$ cat src/rtl/wp_pkg.sv
package wp_pkg;
   localparam int SB_PEN = 7;
   localparam int SB_IDS = 6;
   localparam int SB_LCK = 4;
   localparam int SB_BPH = 3;
   localparam int SB_BPL = 2;
   localparam int SB_WEL = 1;
   localparam int SB_BSY = 0;
   // bits a status write may change
   localparam logic [7:0] WR_MASK = 8'hDC;
   // bits that survive reset from the nonvolatile init value
   localparam logic [7:0] NV_MASK = 8'h9C;
   typedef enum logic [1:0] {BP_NONE = 2'b00, BP_QTR = 2'b01, BP_HALF = 2'b10, BP_ALL = 2'b11} bp_e;
endpackage

$ cat src/rtl/wp_region_chk.sv
module wp_region_chk
   import wp_pkg::*;
#(
   parameter int ADDR_W = 15
) (
   input  logic [1:0]        bp,
   input  logic [ADDR_W-1:0] addr,
   output logic              hit
);
   localparam int TOP = ADDR_W - 1;

   if (ADDR_W < 2) begin : g_bad_w
      $error("wp_region_chk: ADDR_W must be at least 2");
   end

   always_comb begin
      case (bp_e'(bp))
         BP_NONE: hit = 1'b0;
         BP_QTR:  hit = &addr[TOP -: 2];
         BP_HALF: hit = addr[TOP];
         default: hit = 1'b1;
      endcase
   end

   // the whole array is covered by the widest setting
   always_comb begin
      if (bp == 2'b11) a_full_hit_r3: assert (hit);
   end
endmodule

$ cat src/rtl/wp_grant_eval.sv
module wp_grant_eval
   import wp_pkg::*;
#(
   parameter bit ID_PAGE = 1'b1
) (
   input  logic       wel,
   input  logic       pen,
   input  logic       wp_n,
   input  logic       ids,
   input  logic       lck,
   input  logic [1:0] bp,
   input  logic       hit,
   output logic       hw_act,
   output logic       sr_ok,
   output logic       aw_ok
);
   logic page_ok;

   assign hw_act = pen & ~wp_n;
   assign sr_ok  = wel & ~hw_act;

   if (ID_PAGE) begin : g_page
      assign page_ok = wel & ~lck & (bp != 2'b11);
   end else begin : g_nopage
      assign page_ok = 1'b0;
   end

   assign aw_ok = ids ? page_ok : (wel & ~hit);
endmodule

$ cat src/rtl/wp_status_ctl.sv
module wp_status_ctl
   import wp_pkg::*;
#(
   parameter int         ADDR_W  = 15,
   parameter logic [7:0] NV_INIT = 8'h00,
   parameter bit         ID_PAGE = 1'b1
) (
   input  logic              clk,
   input  logic              rst_n,
   input  logic              cs_n,
   input  logic              wp_n,
   input  logic              busy_in,
   input  logic              req_wren,
   input  logic              req_wrdi,
   input  logic              req_wrsr,
   input  logic [7:0]        wrsr_data,
   input  logic              req_awr,
   input  logic [ADDR_W-1:0] awr_addr,
   input  logic              op_done,
   output logic [7:0]        status_o,
   output logic              idsel_o,
   output logic              grant_o,
   output logic              deny_o
);
   localparam logic [7:0] CFG_RST = NV_INIT & NV_MASK;

   if ((NV_INIT & ~NV_MASK) != 8'h00) begin : g_bad_init
      $error("wp_status_ctl: NV_INIT sets a volatile or read-only bit");
   end

   logic [7:0] cfg_q, cfg_commit, wdat;
   logic [7:0] pend_dat_q;
   logic       pend_q, wel_q, grant_q, deny_q;
   logic       hit, hw_act, sr_ok, aw_ok, both;

   wp_region_chk #(.ADDR_W(ADDR_W)) u_region (
      .bp   (cfg_q[SB_BPH:SB_BPL]),
      .addr (awr_addr),
      .hit  (hit)
   );

   wp_grant_eval #(.ID_PAGE(ID_PAGE)) u_eval (
      .wel    (wel_q),
      .pen    (cfg_q[SB_PEN]),
      .wp_n   (wp_n),
      .ids    (cfg_q[SB_IDS]),
      .lck    (cfg_q[SB_LCK]),
      .bp     (cfg_q[SB_BPH:SB_BPL]),
      .hit    (hit),
      .hw_act (hw_act),
      .sr_ok  (sr_ok),
      .aw_ok  (aw_ok)
   );

   // merge an armed status byte into the current configuration
   always_comb begin
      wdat = pend_dat_q;
      both = pend_dat_q[SB_IDS] & pend_dat_q[SB_LCK];
      if (both) begin
         wdat[SB_IDS] = cfg_q[SB_IDS];
         wdat[SB_LCK] = cfg_q[SB_LCK];
      end else begin
         wdat[SB_LCK] = pend_dat_q[SB_LCK] | cfg_q[SB_LCK];
      end
      wdat[SB_IDS] = wdat[SB_IDS] & ID_PAGE;
      cfg_commit = (cfg_q & ~WR_MASK) | (wdat & WR_MASK);
   end

   always_ff @(posedge clk or negedge rst_n) begin
      if (!rst_n) begin
         cfg_q      <= CFG_RST;
         pend_dat_q <= 8'h00;
         pend_q     <= 1'b0;
         wel_q      <= 1'b0;
         grant_q    <= 1'b0;
         deny_q     <= 1'b0;
      end else begin
         grant_q <= 1'b0;
         deny_q  <= 1'b0;
         if (op_done) cfg_q[SB_IDS] <= 1'b0;
         if (!busy_in) begin
            if (pend_q && cs_n) begin
               cfg_q   <= cfg_commit;
               wel_q   <= 1'b0;
               grant_q <= 1'b1;
               pend_q  <= 1'b0;
            end else if (pend_q && hw_act) begin
               deny_q <= 1'b1;
               pend_q <= 1'b0;
            end else if (req_wrsr) begin
               if (sr_ok) begin
                  pend_q     <= 1'b1;
                  pend_dat_q <= wrsr_data;
               end else begin
                  deny_q <= 1'b1;
               end
            end else if (req_awr) begin
               if (aw_ok) begin
                  grant_q <= 1'b1;
                  wel_q   <= 1'b0;
               end else begin
                  deny_q <= 1'b1;
               end
            end else if (req_wrdi) begin
               wel_q <= 1'b0;
            end else if (req_wren) begin
               wel_q <= 1'b1;
            end
         end
      end
   end

   assign status_o = cfg_q | {6'b0, wel_q, busy_in};
   assign idsel_o  = cfg_q[SB_IDS];
   assign grant_o  = grant_q;
   assign deny_o   = deny_q;

   // the page lock never falls while out of reset
   p_lock_sticky_r6: assert property (@(posedge clk) disable iff (!rst_n)
      cfg_q[SB_LCK] |=> cfg_q[SB_LCK]);
   // a refusal leaves the latch as it was
   p_deny_keeps_wel_r9: assert property (@(posedge clk) disable iff (!rst_n)
      deny_o |-> wel_q == $past(wel_q));
   // nothing is granted or refused while busy
   p_busy_quiet_r10: assert property (@(posedge clk) disable iff (!rst_n)
      busy_in |=> !grant_o && !deny_o);
   // every grant leaves the latch cleared
   p_grant_drops_wel_r2: assert property (@(posedge clk) disable iff (!rst_n)
      grant_o |-> !wel_q);
   // block protect moves only together with a grant
   p_bp_needs_grant_r4: assert property (@(posedge clk) disable iff (!rst_n)
      !grant_o |-> cfg_q[SB_BPH:SB_BPL] == $past(cfg_q[SB_BPH:SB_BPL]));
endmodule

$ cat config.mk
export PLATFORM = sky130hd
export DESIGN_NAME = wp_status_ctl
export DESIGN_NICKNAME = d
export VERILOG_FILES = /design/src/rtl/wp_pkg.sv /design/src/rtl/wp_region_chk.sv /design/src/rtl/wp_grant_eval.sv /design/src/rtl/wp_status_ctl.sv
export SDC_FILE = /design/constraint.sdc
export NUM_CORES = 1
export LEC_CHECK = 0
export CAP_MARGIN = 20
export CELL_PAD_IN_SITES_DETAIL_PLACEMENT = 0
export CELL_PAD_IN_SITES_GLOBAL_PLACEMENT = 1
export CORE_MARGIN = 3
export CORE_UTILIZATION = 40
export CTS_CLUSTER_SIZE = 8
export DETAILED_ROUTE_END_ITERATION = 8
export DONT_BUFFER_PORTS = 1
export GPL_ROUTABILITY_DRIVEN = 0
export HOLD_SLACK_MARGIN = 0.12
export PLACE_DENSITY = 0.71
export SLEW_MARGIN = 10
export SYNTH_ARGS = -nofsm -noshare
export SYNTH_HDL_FRONTEND = slang
export SYNTH_SLANG_ARGS = --single-unit
$ cat constraint.sdc
create_clock -name clk -period 1.65 [get_ports clk]
set_input_delay 0.33 -clock clk [delete_from_list [all_inputs] [get_ports clk]]
set_output_delay 0.33 -clock clk [all_outputs]
set_load 0.02 [all_outputs]
==> results.json, run 1 <==
{
  "cap_violations": 0,
  "hold_class": "in -> reg",
  "wirelength_mm": 1.33,
  "drtPass1Iterations": 4,
  "post-route-period-util_pct": 83.0,
  "start_util_pct": 43.1,
  "max_freq_ghz": 0.730,
  "max-vdd-ir-drop_uv": 632,
  "cts_sinks": 14,
  "timing.critical_path.slowest_stage_cell": "dfrtp_1",
  "cp_max_fo": 7,
  "num_vias": 451,
  "synth_nets": 95,
  "cts_root_buffer": "clkbuf_4",
  "slowest_delay_ns": 0.47,
  "gr-usage-all-layers_pct": 13.2,
  "yosysTopAreaCellShare_pct": 46.6,
  "layout-drive-gt1-share_pct": 32.8,
  "min_period_ns": 1.37,
  "postSynth.asyncResetShare_pct": 100,
  "total_leakage_power_uw": 0.000362,
  "grt_pass1_wl_mm": 2.35,
  "netlist_top_cells_area": "dfrtp_1 47%, mux2_2 7.5%, buf_4 6.0%",
  "row_count": 15,
  "diodes": 0,
  "synth_edf_count": 0,
  "cts_buffers": 3,
  "dp_hpwl_mm": 1.05,
  "wl_per_cell_um": 15.0,
  "setup_violations": 0,
  "p_sw_uw": 241,
  "path_clk_slew_ns": 0.09,
  "route.detailed.drc": 0,
  "ys_ff_latch": 14,
  "end_kind": "flop",
  "cp_top_family": "flip-flops",
  "grt_max_degree": 15,
  "synthCells": 62,
  "antenna_found_initial": 0,
  "setup_tns_ns": 0,
  "cp.arrival_ns": 1.54,
  "clkPwrFrac_pct": 28.6,
  "core_area_sq_um": 1750,
  "die_x_um": 49.4,
  "yosysUniqueCellTypes": 26,
  "hold_viol": 0,
  "h-tree-depth": 1,
  "synth_warnings": 0,
  "numPortBuffers": 0,
  "synth.avg_cell_area_sq_um": 12.1,
  "slew_headroom_pct": 57.4,
  "area_growth_pct": 7.15,
  "ys_seq_area_share_pct": 46.6,
  "power_density_nw_per_um2": 1080,
  "grt-ovfl-total": 0,
  "crit_required_ns": 1.82,
  "nets": 98,
  "rsz0062_at_grt": "false",
  "synthMostInstantiatedCell": "dfrtp_1",
  "clock_latency_ns": 0.28,
  "antenna_left": 0,
  "vias_per_cell": 5.07,
  "start_kind": "flop",
  "die_height_um": 49.4,
  "dp_slack_ns": 0.291,
  "intPower_uw": 626,
  "crit_chain": "a21oi_1 > nor2b_4 > mux2_2",
  "critPathKind": "reg -> reg",
  "synthTopCellsByCount": "14 x dfrtp_1, 6 x buf_4, 5 x a21oi_1, 5 x mux2_2, 5 x nand2_1",
  "seqPwrFrac_pct": 54.7,
  "syn_area_sq_um": 752,
  "cts_resized": 0,
  "die-area_sq_um": 2440,
  "fin_skew_ns": 0.00184,
  "cts_tree": "done",
  "status": "completed",
  "drv_slew": 0,
  "tightest_slew_ns": 0.637,
  "layout_setup_ws_ns": 0.280,
  "cts_buffer_depth": 2,
  "yosysTopAreaCell": "dfrtp_1",
  "swShare_pct": 27.8,
  "top_level_ports": 44,
  "p_comb_share_pct": 16.7,
  "grt_pass1_vias": 499,
  "ys.flop_type": "dfrtp_1",
  "critical_path_buf_inv_count": 0,
  "drtIter0Drc": 4
}
==> power by group through the flow <==
stage | combinational [uW] | sequential [uW] | clock, uW
6_report | 145 | 475 | 248
5_1_grt | 162 | 486 | 277
2_1_floorplan | 143 | 462 | 0
3_3_place_gp | 133 | 481 | 0
3_5_place_dp | 136 | 483 | 0
4_1_cts | 147 | 476 | 261
==> stage by stage <==
stage	cells	util, %	area [sq um]	hold WS, ns	total power, uW
floorplan	62	-	752	0.0344	604
global placement	83	42.9	749	0.0349	614
detailed placement	83	42.9	749	0.0349	619
CTS	89	46.2	806	0.179	884
global route	89	46.2	806	0.167	924
finish	89	46.2	806	0.194	867
==> per-layer routing <==
layer,vias to the layer above,part of all wire (%),routed length [um],global-route usage [%]
met5,-,0,0,0
met4,0,0,0,4.27
met3,0,10,134,7.95
met2,18,44,593,19.2
met1,216,45,604,16.1
li1,217,-,-,-
==> worst paths after layout <==
path	from	end	slack [ns]	depth (start not counted)
worst max-delay path	pend_q	pend_dat_q[6]	0.28	3
worst min-delay path	wrsr_data[2]	pend_dat_q[2]	0.19	1
worst max register to register	pend_q	pend_dat_q[6]	0.28	3
worst min register to register	pend_dat_q[4]	cfg_q[6]	0.48	1
max in group asynchronous	rst_n	cfg_q[3]	0.74	1
min in group asynchronous	rst_n	cfg_q[6]	0.51	1
==> worst reg2reg max path: cells and delay by family (launching register included) <==
family,cells,cell delay [ns]
AO/OA/AOI/OAI,1,0.20
flip-flops,1,0.47
multiplexers,1,0.35
AND/OR/NAND/NOR,1,0.24
==> cell families after synthesis <==
group	count (synthesis)	share of synthesized area, %
AND/OR/NAND/NOR	15	15.1
flip-flops	14	46.6
AO/OA/AOI/OAI	15	15.0
multiplexers	9	14.8
other	1	0.499
buffers and inverters	8	7.99
==> final cells by class <==
cell class	instances	area, sq um
Clock buffer	4	36.3
Fill cell	180	940
Inverter	1	3.75
Multi-Input combinational cell	40	342
Sequential cell	14	350
Tap cell	25	31.3
Timing Repair Buffer	5	42.5
==> flip-flops by register name, summed over array words and instances (netlist names) <==
name        cells
cfg_q           5
pend_dat_q      5
deny_o          1
grant_o         1
pend_q          1
wel_q           1
==> cells in the final DEF (no fill, tap or decap), types with 2 or more instances in the layout <==
cell / netlist / layout
mux2_2: 5 / 5
clkbuf_4: 0 / 3
dlygate4sd3_1: 0 / 2
a21oi_1: 5 / 5
nor2b_4: 2 / 2
nand2_1: 5 / 5
dfrtp_1: 14 / 14
mux2_4: 3 / 3
nor2_1: 2 / 2
o21ai_0: 3 / 3
buf_4: 6 / 3
==> what timing repair did <==
action	in CTS	in global routing
hold buffers	2	0
endpoints found under the hold margin	16	0
setup endpoints to repair	0	0
setup buffers	0	0
Note: power is estimated with default switching activity, not from simulation.
==> inputs of run 2 (changes only) <==
Settings changed: CORE_UTILIZATION 40 to 39, PLACE_DENSITY 0.71 to 0.73.
Clock period 1.65 ns to 1.2 ns, I/O delays scaled along.
==> run 2 against run 1 <==
- the flow now finishes with violations (negative setup slack)
- routed wire length increased by 14%
- sequential power increased by 29%
- maximum frequency increased by 2.6%
- global-route usage decreased by 1.4 points
- combinational power increased by 140%
==> results.json, run 2 (synthesized netlist as in run 1, its figures left out) <==
{
  "clock_latency_ns": 0.27,
  "cts_root_buffer": "clkbuf_4",
  "crit_chain": "nor2b_4 > nand3b_4 > nor2b_4 > mux2_4",
  "hold_viol": 0,
  "wl_met3_um": 106,
  "antenna_found_initial": 0,
  "cts_sinks": 14,
  "dr.max_layer_used": "met3",
  "start_kind": "flop",
  "hold_class": "in -> reg",
  "r2r_cells": 4,
  "fin_skew_ns": 0.00189,
  "numPortBuffers": 0,
  "cap_violations": 0,
  "status": "complete, but fails checks",
  "reg_top3": "cfg_q x5, pend_dat_q x5",
  "num_vias": 520,
  "final_common_cell": "dfrtp_1",
  "cts_tree": "done",
  "crit_required_ns": 1.36,
  "min_period_ns": 1.33,
  "layout_setup_ws_ns": -0.135,
  "wl_met1_um": 671,
  "grt_pass1_vias": 525,
  "rsz0062_at_grt": "true",
  "setup_violations": 6,
  "vias_per_cell": 5.05,
  "route.detailed.drc": 0,
  "layout_common_cells": "14 x dfrtp_1, 11 x buf_4, 8 x mux2_4, 8 x dlygate4sd3_1, 5 x nand2_1",
  "start_util_pct": 42.6,
  "critPathKind": "reg -> reg",
  "cts_buffers": 3,
  "cp_common_cell": "nor2b_4",
  "antenna_left": 0,
  "slowest_delay_ns": 0.38,
  "core_area_sq_um": 1760,
  "layout-drive-gt1-share_pct": 41.0,
  "max_freq_ghz": 0.749,
  "diodes": 0,
  "grt_max_degree": 15,
  "wl_per_cell_um": 14.7,
  "nets": 113,
  "tightest_slew_ns": 0.636,
  "dp_hpwl_mm": 1.03,
  "power_density_nw_per_um2": 1270,
  "wirelength_mm": 1.52,
  "drtIter0Drc": 8,
  "die-area_sq_um": 2490,
  "row_count": 15,
  "cp.arrival_ns": 1.49,
  "cts_buffer_depth": 2,
  "post-route-period-util_pct": 111,
  "total_leakage_power_uw": 0.000442,
  "cp_max_fo": 5,
  "dp_slack_ns": -0.135,
  "h-tree-depth": 1,
  "path_clk_slew_ns": 0.08,
  "min_path_cells": 3,
  "area_growth_pct": 26.6,
  "end_kind": "flop",
  "drtPass1Iterations": 4,
  "gr-usage-all-layers_pct": 11.8,
  "grt_pass1_wl_mm": 2.28,
  "slew_headroom_pct": 57.5,
  "die_height_um": 49.9,
  "top_level_ports": 44,
  "failed_checks": "negative setup slack",
  "drv_slew": 0,
  "grt-ovfl-total": 0,
  "wl_met2_um": 739,
  "die_x_um": 49.9,
  "max-vdd-ir-drop_uv": 719,
  "setup_tns_ns": -0.783,
  "timing.critical_path.slowest_stage_cell": "dfrtp_1"
}
## run 2: where the power goes
part	internal, uW	leakage, uW	switching [uW]	total [uW]
Clock	116	0.0000138	138	253
Sequential	555	0.000186	58.5	614
Combinational	203	0.000241	139	342
Total	874	0.000442	335	1210
## run 2: layout make-up
class | instances | area (sq um)
well taps | 25 | 31.3
inverters | 1 | 3.75
multi-input cells | 40 | 370
fillers | 174 | 812
flip-flops and latches | 14 | 350
repair buffers | 20 | 174
clock buffers | 3 | 22.5
## run 2: what timing repair did
| action | CTS | global route |
|---|---|---|
| hold buffers | 8 | 0 |
| setup buffers | 0 | 1 |
| endpoints found under the hold margin | 22 | 0 |
| gates cloned | 0 | 0 |
| pin swaps | 1 | 0 |
| endpoints found under the setup margin | 7 | 9 |
| gates resized for setup | 3 | 6 |
## run 2: critical path: cells and delay by family (launching register included)
family	cells	cell delay [ns]
DFF	1	0.38
and+or+nand+nor	3	0.53
muxes	1	0.32
## run 2: routing by layer
layer	vias up	GRT usage, %
met5	-	0
met4	0	4.15
met3	0	3.93
met2	18	19.4
met1	254	14.4
li1	248	-
## run 2: stage by stage
| stage | hold WS (ns) | utilization (%) | total power [uW] | cells | area, sq um |
|---|---|---|---|---|---|
| 2_1_floorplan | -0.0556 | - | 831 | 62 | 752 |
| 3_3_place_gp | -0.0553 | 45.9 | 883 | 91 | 810 |
| 3_5_place_dp | -0.0553 | 45.9 | 887 | 91 | 810 |
| 4_1_cts | 0.126 | 52.2 | 1180 | 102 | 921 |
| 5_1_grt | 0.139 | 54.0 | 1280 | 103 | 952 |
| 6_report | 0.140 | 54.0 | 1210 | 103 | 952 |
## run 2: path summary, 6_finish.rpt
| kind | end | slack [ns] | from |
|---|---|---|---|
| setup / recovery | pend_dat_q[3] | -0.13 | cfg_q[7] |
| min in group asynchronous | deny_o | 0.43 | rst_n |
| hold / removal | deny_o | 0.14 | busy_in |
| max in group asynchronous | pend_dat_q[7] | 0.36 | rst_n |
| hold reg to reg | cfg_q[6] | 0.49 | pend_dat_q[4] |
| setup reg to reg | pend_dat_q[3] | -0.13 | cfg_q[7] |
